--- src/rtl/pgw_pkg.sv ---
package pgw_pkg;
  localparam int ADDR_W    = 15;
  localparam int PAGE_W    = 6;
  localparam int DATA_W    = 8;
  localparam int WR_CYCLES = 96;
endpackage

--- src/rtl/pgw_buffer.sv ---
module pgw_buffer #(
  parameter int PAGE_W = 6,
  parameter int DATA_W = 8
) (
  input  logic                  clk,
  input  logic                  rst_n,
  input  logic                  start,
  input  logic [PAGE_W-1:0]     start_off,
  input  logic                  load,
  input  logic [DATA_W-1:0]     ld_data,
  input  logic                  clr,
  input  logic                  frozen,
  input  logic [PAGE_W-1:0]     rd_idx,
  output logic [(1<<PAGE_W)-1:0] mask_pre,
  output logic [(1<<PAGE_W)-1:0] mask,
  output logic [DATA_W-1:0]     rd_byte
);
  localparam int PAGE = 1 << PAGE_W;

  logic [PAGE-1:0]   mask_q;
  logic [PAGE_W-1:0] ptr_q;
  logic [PAGE_W-1:0] pos;
  logic [DATA_W-1:0] store [PAGE];

  always_comb begin
    pos      = start ? start_off : ptr_q;
    mask_pre = start ? '0 : mask_q;
    if (load) mask_pre[pos] = 1'b1;
  end

  always_ff @(posedge clk or negedge rst_n) begin
    if (!rst_n) begin
      mask_q <= '0;
      ptr_q  <= '0;
    end else begin
      mask_q <= clr ? '0 : mask_pre;
      if (load)       ptr_q <= pos + 1'b1;
      else if (start) ptr_q <= start_off;
    end
  end

  always_ff @(posedge clk) begin
    if (load) store[pos] <= ld_data;
  end

  assign mask    = mask_q;
  assign rd_byte = store[rd_idx];

  AST_FROZEN_NO_LOAD: assert property (@(posedge clk) disable iff (!rst_n)
    frozen |-> (!load && !start));
  AST_MASK_HELD: assert property (@(posedge clk) disable iff (!rst_n)
    (frozen && !clr) |=> (mask_q == $past(mask_q)));
  AST_PTR_STEP: assert property (@(posedge clk) disable iff (!rst_n)
    (load && !start) |=> (ptr_q == PAGE_W'($past(ptr_q) + 1'b1)));
endmodule

--- src/rtl/pgw_sequencer.sv ---
module pgw_sequencer #(
  parameter int WR_CYCLES = 96,
  localparam int CNT_W = $clog2(WR_CYCLES)
) (
  input  logic             clk,
  input  logic             rst_n,
  input  logic             go,
  output logic             busy,
  output logic [CNT_W-1:0] idx,
  output logic             done
);
  localparam logic [CNT_W-1:0] LAST = CNT_W'(WR_CYCLES - 1);

  logic             busy_q;
  logic [CNT_W-1:0] cnt_q;

  assign done = busy_q && (cnt_q == LAST);

  always_ff @(posedge clk or negedge rst_n) begin
    if (!rst_n) begin
      busy_q <= 1'b0;
      cnt_q  <= '0;
    end else if (!busy_q) begin
      if (go) busy_q <= 1'b1;
      cnt_q <= '0;
    end else if (done) begin
      busy_q <= 1'b0;
      cnt_q  <= '0;
    end else begin
      cnt_q <= cnt_q + 1'b1;
    end
  end

  assign busy = busy_q;
  assign idx  = cnt_q;

  AST_BUSY_RUN: assert property (@(posedge clk) disable iff (!rst_n)
    (busy_q && !done) |=> busy_q);
  AST_BUSY_END: assert property (@(posedge clk) disable iff (!rst_n)
    done |=> !busy_q);
  AST_GO_RISE: assert property (@(posedge clk) disable iff (!rst_n)
    (go && !busy_q) |=> (busy_q && cnt_q == '0));
endmodule

--- src/rtl/pgw_engine.sv ---
module pgw_engine
  import pgw_pkg::*;
#(
  parameter int AW  = ADDR_W,
  parameter int PW  = PAGE_W,
  parameter int DW  = DATA_W,
  parameter int WRC = WR_CYCLES
) (
  input  logic          clk,
  input  logic          rst_n,
  input  logic          wp,
  input  logic          tx_start,
  input  logic [AW-1:0] tx_addr,
  input  logic          ld_valid,
  output logic          ld_ready,
  input  logic [DW-1:0] ld_data,
  input  logic          commit,
  input  logic          abort,
  output logic          busy,
  output logic          arr_we,
  output logic [AW-1:0] arr_waddr,
  output logic [DW-1:0] arr_wdata,
  input  logic [AW-1:0] rd_addr,
  output logic [DW-1:0] rd_data,
  output logic [AW-1:0] arr_raddr,
  input  logic [DW-1:0] arr_rdata
);
  localparam int PAGE  = 1 << PW;
  localparam int PGN_W = AW - PW;
  localparam int CNT_W = $clog2(WRC);

  logic             seq_busy, seq_done, go, clr;
  logic             load_g, start_g, commit_g, abort_g;
  logic [CNT_W-1:0] idx;
  logic [PAGE-1:0]  mask_pre, mask;
  logic [DW-1:0]    buf_byte;
  logic [PGN_W-1:0] page_q;
  logic [PW-1:0]    wpos;

  assign ld_ready = !seq_busy;
  assign load_g   = ld_valid && !seq_busy;
  assign start_g  = tx_start && !seq_busy;
  assign commit_g = commit   && !seq_busy;
  assign abort_g  = abort    && !seq_busy;
  assign go       = commit_g && !abort_g && !wp && (|mask_pre);
  assign clr      = abort_g || (commit_g && !go) || seq_done;

  always_ff @(posedge clk or negedge rst_n) begin
    if (!rst_n)       page_q <= '0;
    else if (start_g) page_q <= tx_addr[AW-1:PW];
  end

  pgw_buffer #(.PAGE_W(PW), .DATA_W(DW)) u_buf (
    .clk(clk), .rst_n(rst_n), .start(start_g), .start_off(tx_addr[PW-1:0]),
    .load(load_g), .ld_data(ld_data), .clr(clr), .frozen(seq_busy),
    .rd_idx(wpos), .mask_pre(mask_pre), .mask(mask), .rd_byte(buf_byte)
  );

  pgw_sequencer #(.WR_CYCLES(WRC)) u_seq (
    .clk(clk), .rst_n(rst_n), .go(go), .busy(seq_busy), .idx(idx), .done(seq_done)
  );

  assign wpos      = idx[PW-1:0];
  assign arr_we    = seq_busy && (idx < CNT_W'(PAGE)) && mask[wpos];
  assign arr_waddr = {page_q, wpos};
  assign arr_wdata = buf_byte;
  assign busy      = seq_busy;

  assign arr_raddr = rd_addr;
  assign rd_data   = arr_rdata;

  AST_WE_IN_WINDOW: assert property (@(posedge clk) disable iff (!rst_n)
    arr_we |-> seq_busy);
  AST_WP_BLOCK: assert property (@(posedge clk) disable iff (!rst_n)
    (commit && wp && !seq_busy) |=> !seq_busy);
  AST_EMPTY_COMMIT: assert property (@(posedge clk) disable iff (!rst_n)
    (commit && !seq_busy && mask_pre == '0) |=> !seq_busy);
  AST_ABORT_WINS: assert property (@(posedge clk) disable iff (!rst_n)
    (abort && !seq_busy) |=> (!seq_busy && mask == '0));
endmodule

--- config.mk ---
export PLATFORM = sky130hd
export DESIGN_NAME = pgw_engine
export DESIGN_NICKNAME = d
export VERILOG_FILES = /design/src/rtl/pgw_pkg.sv /design/src/rtl/pgw_buffer.sv /design/src/rtl/pgw_sequencer.sv /design/src/rtl/pgw_engine.sv
export SDC_FILE = /design/constraint.sdc
export NUM_CORES = 1
export LEC_CHECK = 0
export BUFFER_PORTS_ARGS = -buffer_cell sky130_fd_sc_hd__buf_2
export CAP_MARGIN = 40
export CORE_ASPECT_RATIO = 1.1
export CORE_MARGIN = 2
export CORE_UTILIZATION = 50
export DETAILED_ROUTE_END_ITERATION = 8
export PLACE_DENSITY_LB_ADDON = 0.05
export SETUP_SLACK_MARGIN = 0.4
export SYNTH_ARGS = -nofsm -noshare
export SYNTH_HDL_FRONTEND = slang
export SYNTH_HIERARCHICAL = 1
export SYNTH_SLANG_ARGS = --single-unit
--- constraint.sdc ---
create_clock -name clk -period 6 [get_ports clk]
set_clock_uncertainty 0.2 [all_clocks]
set_input_delay 0 -clock clk [delete_from_list [all_inputs] [get_ports clk]]
set_output_delay 0 -clock clk [all_outputs]
set_load 0.03 [all_outputs]
# [After elaboration in Yosys (flattened, before gate mapping)]
# Memories as Yosys holds them, arrays and structs flattened.
# Cells that the tools add are included.
[word_totals] register_bits=87 ram_bits=512 output_inout_bits=49 wordCells=49 n_memories=1
[memory_table] name="u_buf.store" words=64 width=8 rd=1 rd_ports_with_merged_regs=0 wr=1 line="pgw_buffer.sv:23" source="logic [DATA_W-1:0] store [PAGE];"
[op_classes] n_addsub=2 order_cmp=4 n_eq_ne=1 n_mux=16 bitwise_logic=1 reduce_logical=19
[ops] cell="two-way mux 64 bit" count=3
[ops] cell="bitwise OR 64 bit" count=1
[ops] cell="OR reduction 64 bit" count=1
[ops] cell="< comparator 6 x 7 -> 1 bit (second input constant)" count=2
[ops] cell="two-way mux 7 bit" count=2
[ops] cell="logical AND 1 bit" count=12
[ops] cell="two-way mux 6 bit" count=2
[ops] cell="adder 7 x 1 -> 7 bit (second input constant)" count=1
[ops] cell="equality test 7 bit (second input constant)" count=1
[ops] cell="< comparator 7 bit (second input constant)" count=1
[ops] cell="two-way mux 1 bit" count=7
[ops] cell="adder 6 x 1 -> 6 bit (second input constant)" count=1
[ops] cell="binary-select mux 1 bit (select 6 bit)" count=1
[ops] cell="demux 1 bit (select 6 bit)" count=1
[ops] cell="greater-or-equal comparator 6 x 1 -> 1 bit (second input constant)" count=1
[ops] cell="logical NOT 1 bit" count=4
[ops] cell="logical OR 1 bit" count=2

# [Depth between registers and ports, before layout]
[logic_depth] depth_word=16 mapped_depth=16 mapped_depth_nobuf=12

# [By module]
# The synthesis kept the hierarchy.
[modules_own_cells] module="pgw_buffer" instances=1 cells_each=1131 area_per_inst_um2=22748.1 seq_area_each_um2=17126.4
[modules_own_cells] module="pgw_engine" instances=1 cells_each=115 area_per_inst_um2=1277.5 seq_area_each_um2=225.2
[modules_own_cells] module="pgw_sequencer" instances=1 cells_each=33 area_per_inst_um2=357.8 seq_area_each_um2=200.2

# [Least setup slack after synthesis]
# OpenSTA, ideal clock, no wires.
[synth_timing] kind="flip-flop to flip-flop" from="register u_seq.busy_q (netlist: u_seq/busy)" to="register u_buf.mask_q[10] (netlist: u_buf/mask[10])" arrival_time_ns=3.815 slack_ns=1.853 path_stages_with_launch=17 path_buffers=4 synth_period_minus_slack_ns=4.147 path_cell_list="dfrtp_1 -> nor2b_1 -> clkbuf_1 -> buf_6 -> mux2i_1 -> inv_2 -> nand4_1 -> nor2_1 -> a21o_1 -> nor4_1 -> nand4_1 -> nor4_1 -> nor4_1 -> o21ai_0 -> buf_1 -> clkbuf_1 -> nor2b_1"
[synth_via] elab_chain_cells=16
[synth_lines] item="start: declaration" line="pgw_sequencer.sv:14" source="logic busy_q;"
[synth_lines] item="start signal: assignment" line="pgw_sequencer.sv:21" source="busy_q <= 1'b0;"
[synth_lines] item="start signal: assignment" line="pgw_sequencer.sv:24" source="if (go) busy_q <= 1'b1;"
[synth_lines] item="start signal: assignment" line="pgw_sequencer.sv:27" source="busy_q <= 1'b0;"
[synth_lines] item="logical NOT 1 bit *"
[synth_lines] item="logical AND 1 bit *" line="pgw_engine.sv:42" source="assign start_g = tx_start && !seq_busy;"
[synth_lines] item="named net start_g" line="pgw_engine.sv:33" source="logic load_g, start_g, commit_g, abort_g;"
[synth_lines] item="two-way mux 6 bit"
[synth_lines] item="< comparator 6 x 7 -> 1 bit (not written as such) / greater-or-equal comparator 6 x 1 -> 1 bit (equally long branches)" line="pgw_buffer.sv:28" source="if (load) mask_pre[pos] = 1'b1;"
[synth_lines] item="logical AND 1 bit (not written as such)" line="pgw_buffer.sv:28"
[synth_lines] item="two-way mux 1 bit (not written as such)" line="pgw_buffer.sv:28"
[synth_lines] item="demux 1 bit (select 6 bit)"
[synth_lines] item="[... 2 more ...]"
[synth_lines] item="named net mask_pre[34]" line="pgw_engine.sv:35" source="logic [PAGE-1:0] mask_pre, mask;"
[synth_lines] item="OR reduction 64 bit *" line="pgw_engine.sv:45" source="assign go = commit_g && !abort_g && !wp && (|mask_pre);"
[synth_lines] item="logical AND 1 bit *" line="pgw_engine.sv:45"
[synth_lines] item="named net go" line="pgw_engine.sv:32" source="logic seq_busy, seq_done, go, clr;"
[synth_lines] item="logical NOT 1 bit *" line="pgw_engine.sv:46" source="assign clr = abort_g || (commit_g && !go) || seq_done;"
[synth_lines] item="logical AND 1 bit *" line="pgw_engine.sv:46"
[synth_lines] item="logical OR 1 bit * (2 in a row)" line="pgw_engine.sv:46"
[synth_lines] item="named net clr" line="pgw_engine.sv:32"
[synth_lines] item="two-way mux 64 bit *" line="pgw_buffer.sv:36" source="mask_q <= clr ? '0 : mask_pre;"
[synth_lines] item="end signal: assignment" line="pgw_buffer.sv:36"
[synth_lines] item="end: declaration" line="pgw_buffer.sv:20" source="logic [PAGE-1:0] mask_q;"
# Mark *: on every way through the listed nets, which the timed path passes. The rest lies on a longest branch.
# A chain may end at the register's enable or synchronous reset.

# [Worst setup path after layout]
[layout_timing] from="register u_seq.busy_q (netlist: u_seq/busy)" to="register u_buf.mask_q[53] (netlist: u_buf/mask[53])"
[layout_via] elab_chain_cells=16
[layout_lines] item="logical NOT 1 bit *"
[layout_lines] item="logical AND 1 bit" line="pgw_engine.sv:42"
[layout_lines] item="two-way mux 6 bit"
[layout_lines] item="< comparator 6 x 7 -> 1 bit (not written as such) / greater-or-equal comparator 6 x 1 -> 1 bit (equally long branches)" line="pgw_buffer.sv:28"
[layout_lines] item="logical AND 1 bit (not written as such)" line="pgw_buffer.sv:28"
[layout_lines] item="two-way mux 1 bit (not written as such)" line="pgw_buffer.sv:28"
[layout_lines] item="demux 1 bit (select 6 bit)"
[layout_lines] item="bitwise OR 64 bit (no source line)"
[layout_lines] item="[... 1 more ...]"
[layout_lines] item="named net mask_pre[10]" line="pgw_engine.sv:35"
[layout_lines] item="OR reduction 64 bit *" line="pgw_engine.sv:45"
[layout_lines] item="logical AND 1 bit *" line="pgw_engine.sv:45"
[layout_lines] item="named net go" line="pgw_engine.sv:32"
[layout_lines] item="logical NOT 1 bit *" line="pgw_engine.sv:46"
[layout_lines] item="logical AND 1 bit *" line="pgw_engine.sv:46"
[layout_lines] item="logical OR 1 bit * (2 in a row)" line="pgw_engine.sv:46"
[layout_lines] item="named net clr" line="pgw_engine.sv:32"
[layout_lines] item="two-way mux 64 bit *" line="pgw_buffer.sv:36"
# Marks and branches as above.

==> impl_metrics.csv <==
group,metric,value,unit
critical_path,reg2reg_depth,14,
cells_and_area,fillers,3645,
cells_and_area,stdcell_count,2166,
placement,dpl_worst_slack,0.940,ns
placement,placed_area,25700,um^2
clock_tree,max-clock-path-buffers,3,
sta,fmax,196,MHz
cells_and_area,utilization,0.591,
critical_path,path_cells,"nor2b_2 > buf_4 > mux2i_1 > inv_2 > nand4_1 > nor2_1 > a21o_1 > nor4_1 > nand4_1 > nor4_1 > nor4_1 > o21ai_4 > nor2b_1 > dlygate4sd3_1",
status,status,"completed",
drt,vias_per_cell,5.92,
cells_and_area,syn_to_final_growth,16.4,%
synth,synth_compound_area_frac,0.0428,
die,die_x,215,um
critical_path,endpoint_kind,"register",
clock_tree,clockRootBuffer,"clkbuf_16",
global_route,grt_max_degree,65,
cells_and_area,nNetsFinal,1526,
sta,fin_crit_sh,0.850,
sta,drv_slew,0,
critical_path,cpLargestDelayFamily,"simple AND/OR/NAND/NOR gates",
placement,gp_congestion,0.812,
job,maxCapViolCount,0,
synth,synth_top_family_by_area,"multiplexers",
global_route,grt_pass1_wl,90400,um
power_and_ir_drop,totalPowerFinal,11.6,mW
synth,synthMuxAreaShare,0.159,
die,core_area,48000,um^2
drt,ant_nets,0,
critical_path,startpoint_type,"register",
clock_tree,clkLatencyLatePin,0.62,ns
critical_path,crit_type,"reg2reg",
global_route,antenna_found_initial,0,
synth,synth_xor_area_frac,0.00251,
clock_tree,clk_pin_slew_worst_paths,0.06,ns
synth,synth_area,24400,um^2
global_route,grt_pass1_vias,13300,
drt,drt-total-wl,61000,um
sta,finalHoldWorstSlack,0.0654,ns
cells_and_area,n_antenna_cell,0,
power_and_ir_drop,max-vdd-ir-drop,0.000266,V
global_route,grt_usage,0.246,
placement,dp_cells,1978,
synth,synth-edff-count,512,
synth,synthArstFlopShare,0.145,
cells_and_area,final_common_cell,"edfxtp_1",
drt,drtIter0Drc,1211,
sta,layout_setup_ws,0.902,ns
synth,yosysWarnings,6,
critical_path,crit_top_cell,"nor4_1",
power_and_ir_drop,p_leak,10.2,nW
synth,synth_seq_cells,599,
synth,synth_seq_area_share,0.720,
die,die_area,50600,um^2
critical_path,cpPeakStageDelay,0.58,ns
sta,slew_headroom,0.377,
drt,via_count,12800,
clock_tree,h-tree-depth,2,
clock_tree,cts_tree,"done",
clock_tree,cts.sinks,599,
synth,netlist_instances,1279,
die,initial_core_util,0.508,
synth,ys_types,51,
power_and_ir_drop,power_density,409,nW/um^2
clock_tree,post_cts_resize_count,0,
critical_path,cp_max_fo,19,
die,num_io_pins,102,
sta,tightest_slew,0.935,ns
placement,io_buffers,55,
clock_tree,cts_buffers,58,
cells_and_area,drive_gt1_frac,0.271,
sta,setup_viol,0,
sta,rsz0062_at_grt,"false",
synth,syn_nets,1334,
critical_path,cpMaxStageDelayCell,"dlygate4sd3_1",
drt,wire_per_inst,28.2,um
worst_hold_path,hold_class,"in2reg",
worst_hold_path,hold-path-cell-count,4,
critical_path,critPathBufInv,3,
critical_path,critical_path_depth,14,
synth,synthFlopType,"edfxtp_1",
synth,postSynthAreaPerCell,19.1,um^2
die,dieHeight,236,um
critical_path,required,6.30,ns
critical_path,arrival,5.40,ns
drt,drc,0,
synth,synthSimpleGateAreaFrac,0.0494,
placement,hpwlAfterDp,37400,um
global_route,grt-ovfl-total,0,
die,rows,84,
drt,drtPass1Iterations,5,
sta,finalCriticalPeriod,5.10,ns
cells_and_area,final_cell_mix,"edfxtp_1 (512), mux4_2 (140), buf_4 (84), dfrtp_1 (84), dlygate4sd3_1 (78)",
sta,fin_setup_tns,0,ns
sta,final_hold_viol_count,0,
cells_and_area,finalInstanceArea,28400,um^2
synth,synthAdderAreaFrac,0.00103,
state kept, by name, summed over array words and instances (netlist names):
name         count
page_q           9
u_buf/mask      64
u_buf/ptr_q      6
u_buf/store    512
u_seq/busy       1
u_seq/idx        7
synthesized netlist by cell type, types with 2 or more instances:
cell type | n | area (um^2)
a211oi_1 | 8 | 60.1
a21o_1 | 64 | 480
a21oi_1 | 15 | 75.1
a221oi_1 | 5 | 43.8
a22o_1 | 8 | 70.1
and2_1 | 6 | 37.5
buf_1 | 3 | 11.3
buf_2 | 17 | 85.1
buf_4 | 34 | 255
buf_6 | 10 | 113
clkbuf_1 | 27 | 101
dfrtp_1 | 87 | 2180
edfxtp_1 | 512 | 15400
ha_1 | 2 | 25.0
inv_1 | 2 | 7.51
inv_2 | 3 | 11.3
mux2_2 | 16 | 180
mux2i_1 | 39 | 390
mux2i_2 | 2 | 27.5
mux4_1 | 4 | 105
mux4_2 | 140 | 3150
nand2_1 | 10 | 37.5
nand2b_1 | 3 | 18.8
nand3_1 | 9 | 45.0
nand3b_1 | 4 | 30.0
nand4_1 | 12 | 75.1
nand4_2 | 2 | 25.0
nor2_1 | 71 | 267
nor2b_1 | 70 | 438
nor3_1 | 3 | 15.0
nor3b_1 | 3 | 22.5
nor4_1 | 21 | 131
o211ai_1 | 3 | 22.5
o21ai_0 | 13 | 65.1
o21ai_1 | 4 | 20.0
o221ai_1 | 10 | 87.6
o22ai_1 | 13 | 81.3
or3_1 | 6 | 37.5
xnor2_1 | 5 | 43.8
xor2_1 | 2 | 17.5
cells by family after synthesis:
kind of cell    after synthesis
fa+ha+maj                     2
simple gates                223
xor+xnor                      7
compound gates              147
buf+inv                      99
flops                       599
mux                         202
final cells by class:
| class | instances | area, um^2 | share of cell area |
|---|---|---|---|
| Sequential cell | 599 | 17600 | 0.619 |
| Multi-Input combinational cell | 581 | 6220 | 0.219 |
| Clock inverter | 28 | 194 | 0.00683 |
| Timing Repair Buffer | 226 | 1860 | 0.0655 |
| Inverter | 5 | 18.8 | 0.000661 |
| Clock buffer | 82 | 1720 | 0.0605 |
| Tap cell | 645 | 807 | 0.0284 |
per-layer routing:
metal | global-route usage | vias up | part of all wire
li1 | - | 5544 | -
met1 | 0.347 | 6815 | 0.43
met5 | 0 | - | 0
met3 | 0.0528 | 96 | 0.062
met2 | 0.388 | 375 | 0.48
met4 | 0.0768 | 0 | 0.029
report_power, final:
| group | leakage [nW] | switching [mW] | internal, mW |
|---|---|---|---|
| logic | 3.47 | 1.77 | 1.34 |
| registers | 5.77 | 0.227 | 4.66 |
| clock network | 0.937 | 1.54 | 2.07 |
| total | 10.2 | 3.54 | 8.07 |
timing repair:
action                    in CTS  in global routing
setup buffers                  0                  0
hold endpoints to repair     676                  0
hold buffers                  78                  0
worst register-to-register path, cell delays in order (launching register included):
cell and delay [ns]:
dfrtp_1 0.39, nor2b_2 0.14, buf_4 0.23, mux2i_1 0.45, inv_2 0.14, nand4_1 0.48
nor2_1 0.35, a21o_1 0.25, nor4_1 0.55, nand4_1 0.16, nor4_1 0.31, nor4_1 0.13
o21ai_4 0.51, nor2b_1 0.11, dlygate4sd3_1 0.58
final timing paths:
check,slack [ns],startpoint,to
worst max-delay path,0.90,u_seq/busy$_DFF_PN0_,u_buf/mask[53]$_DFF_PN0_
worst min-delay path,0.07,ld_valid,u_buf/ptr_q[3]$_DFF_PN0_
worst max register to register,0.90,u_seq/busy$_DFF_PN0_,u_buf/mask[53]$_DFF_PN0_
worst min register to register,0.43,u_buf/mask[0]$_DFF_PN0_,u_buf/mask[0]$_DFF_PN0_
max in group asynchronous,4.17,rst_n,u_buf/mask[36]$_DFF_PN0_
min in group asynchronous,0.31,rst_n,page_q[1]$_DFFE_PN0P_
Note: power is estimated with default switching activity, not from simulation.
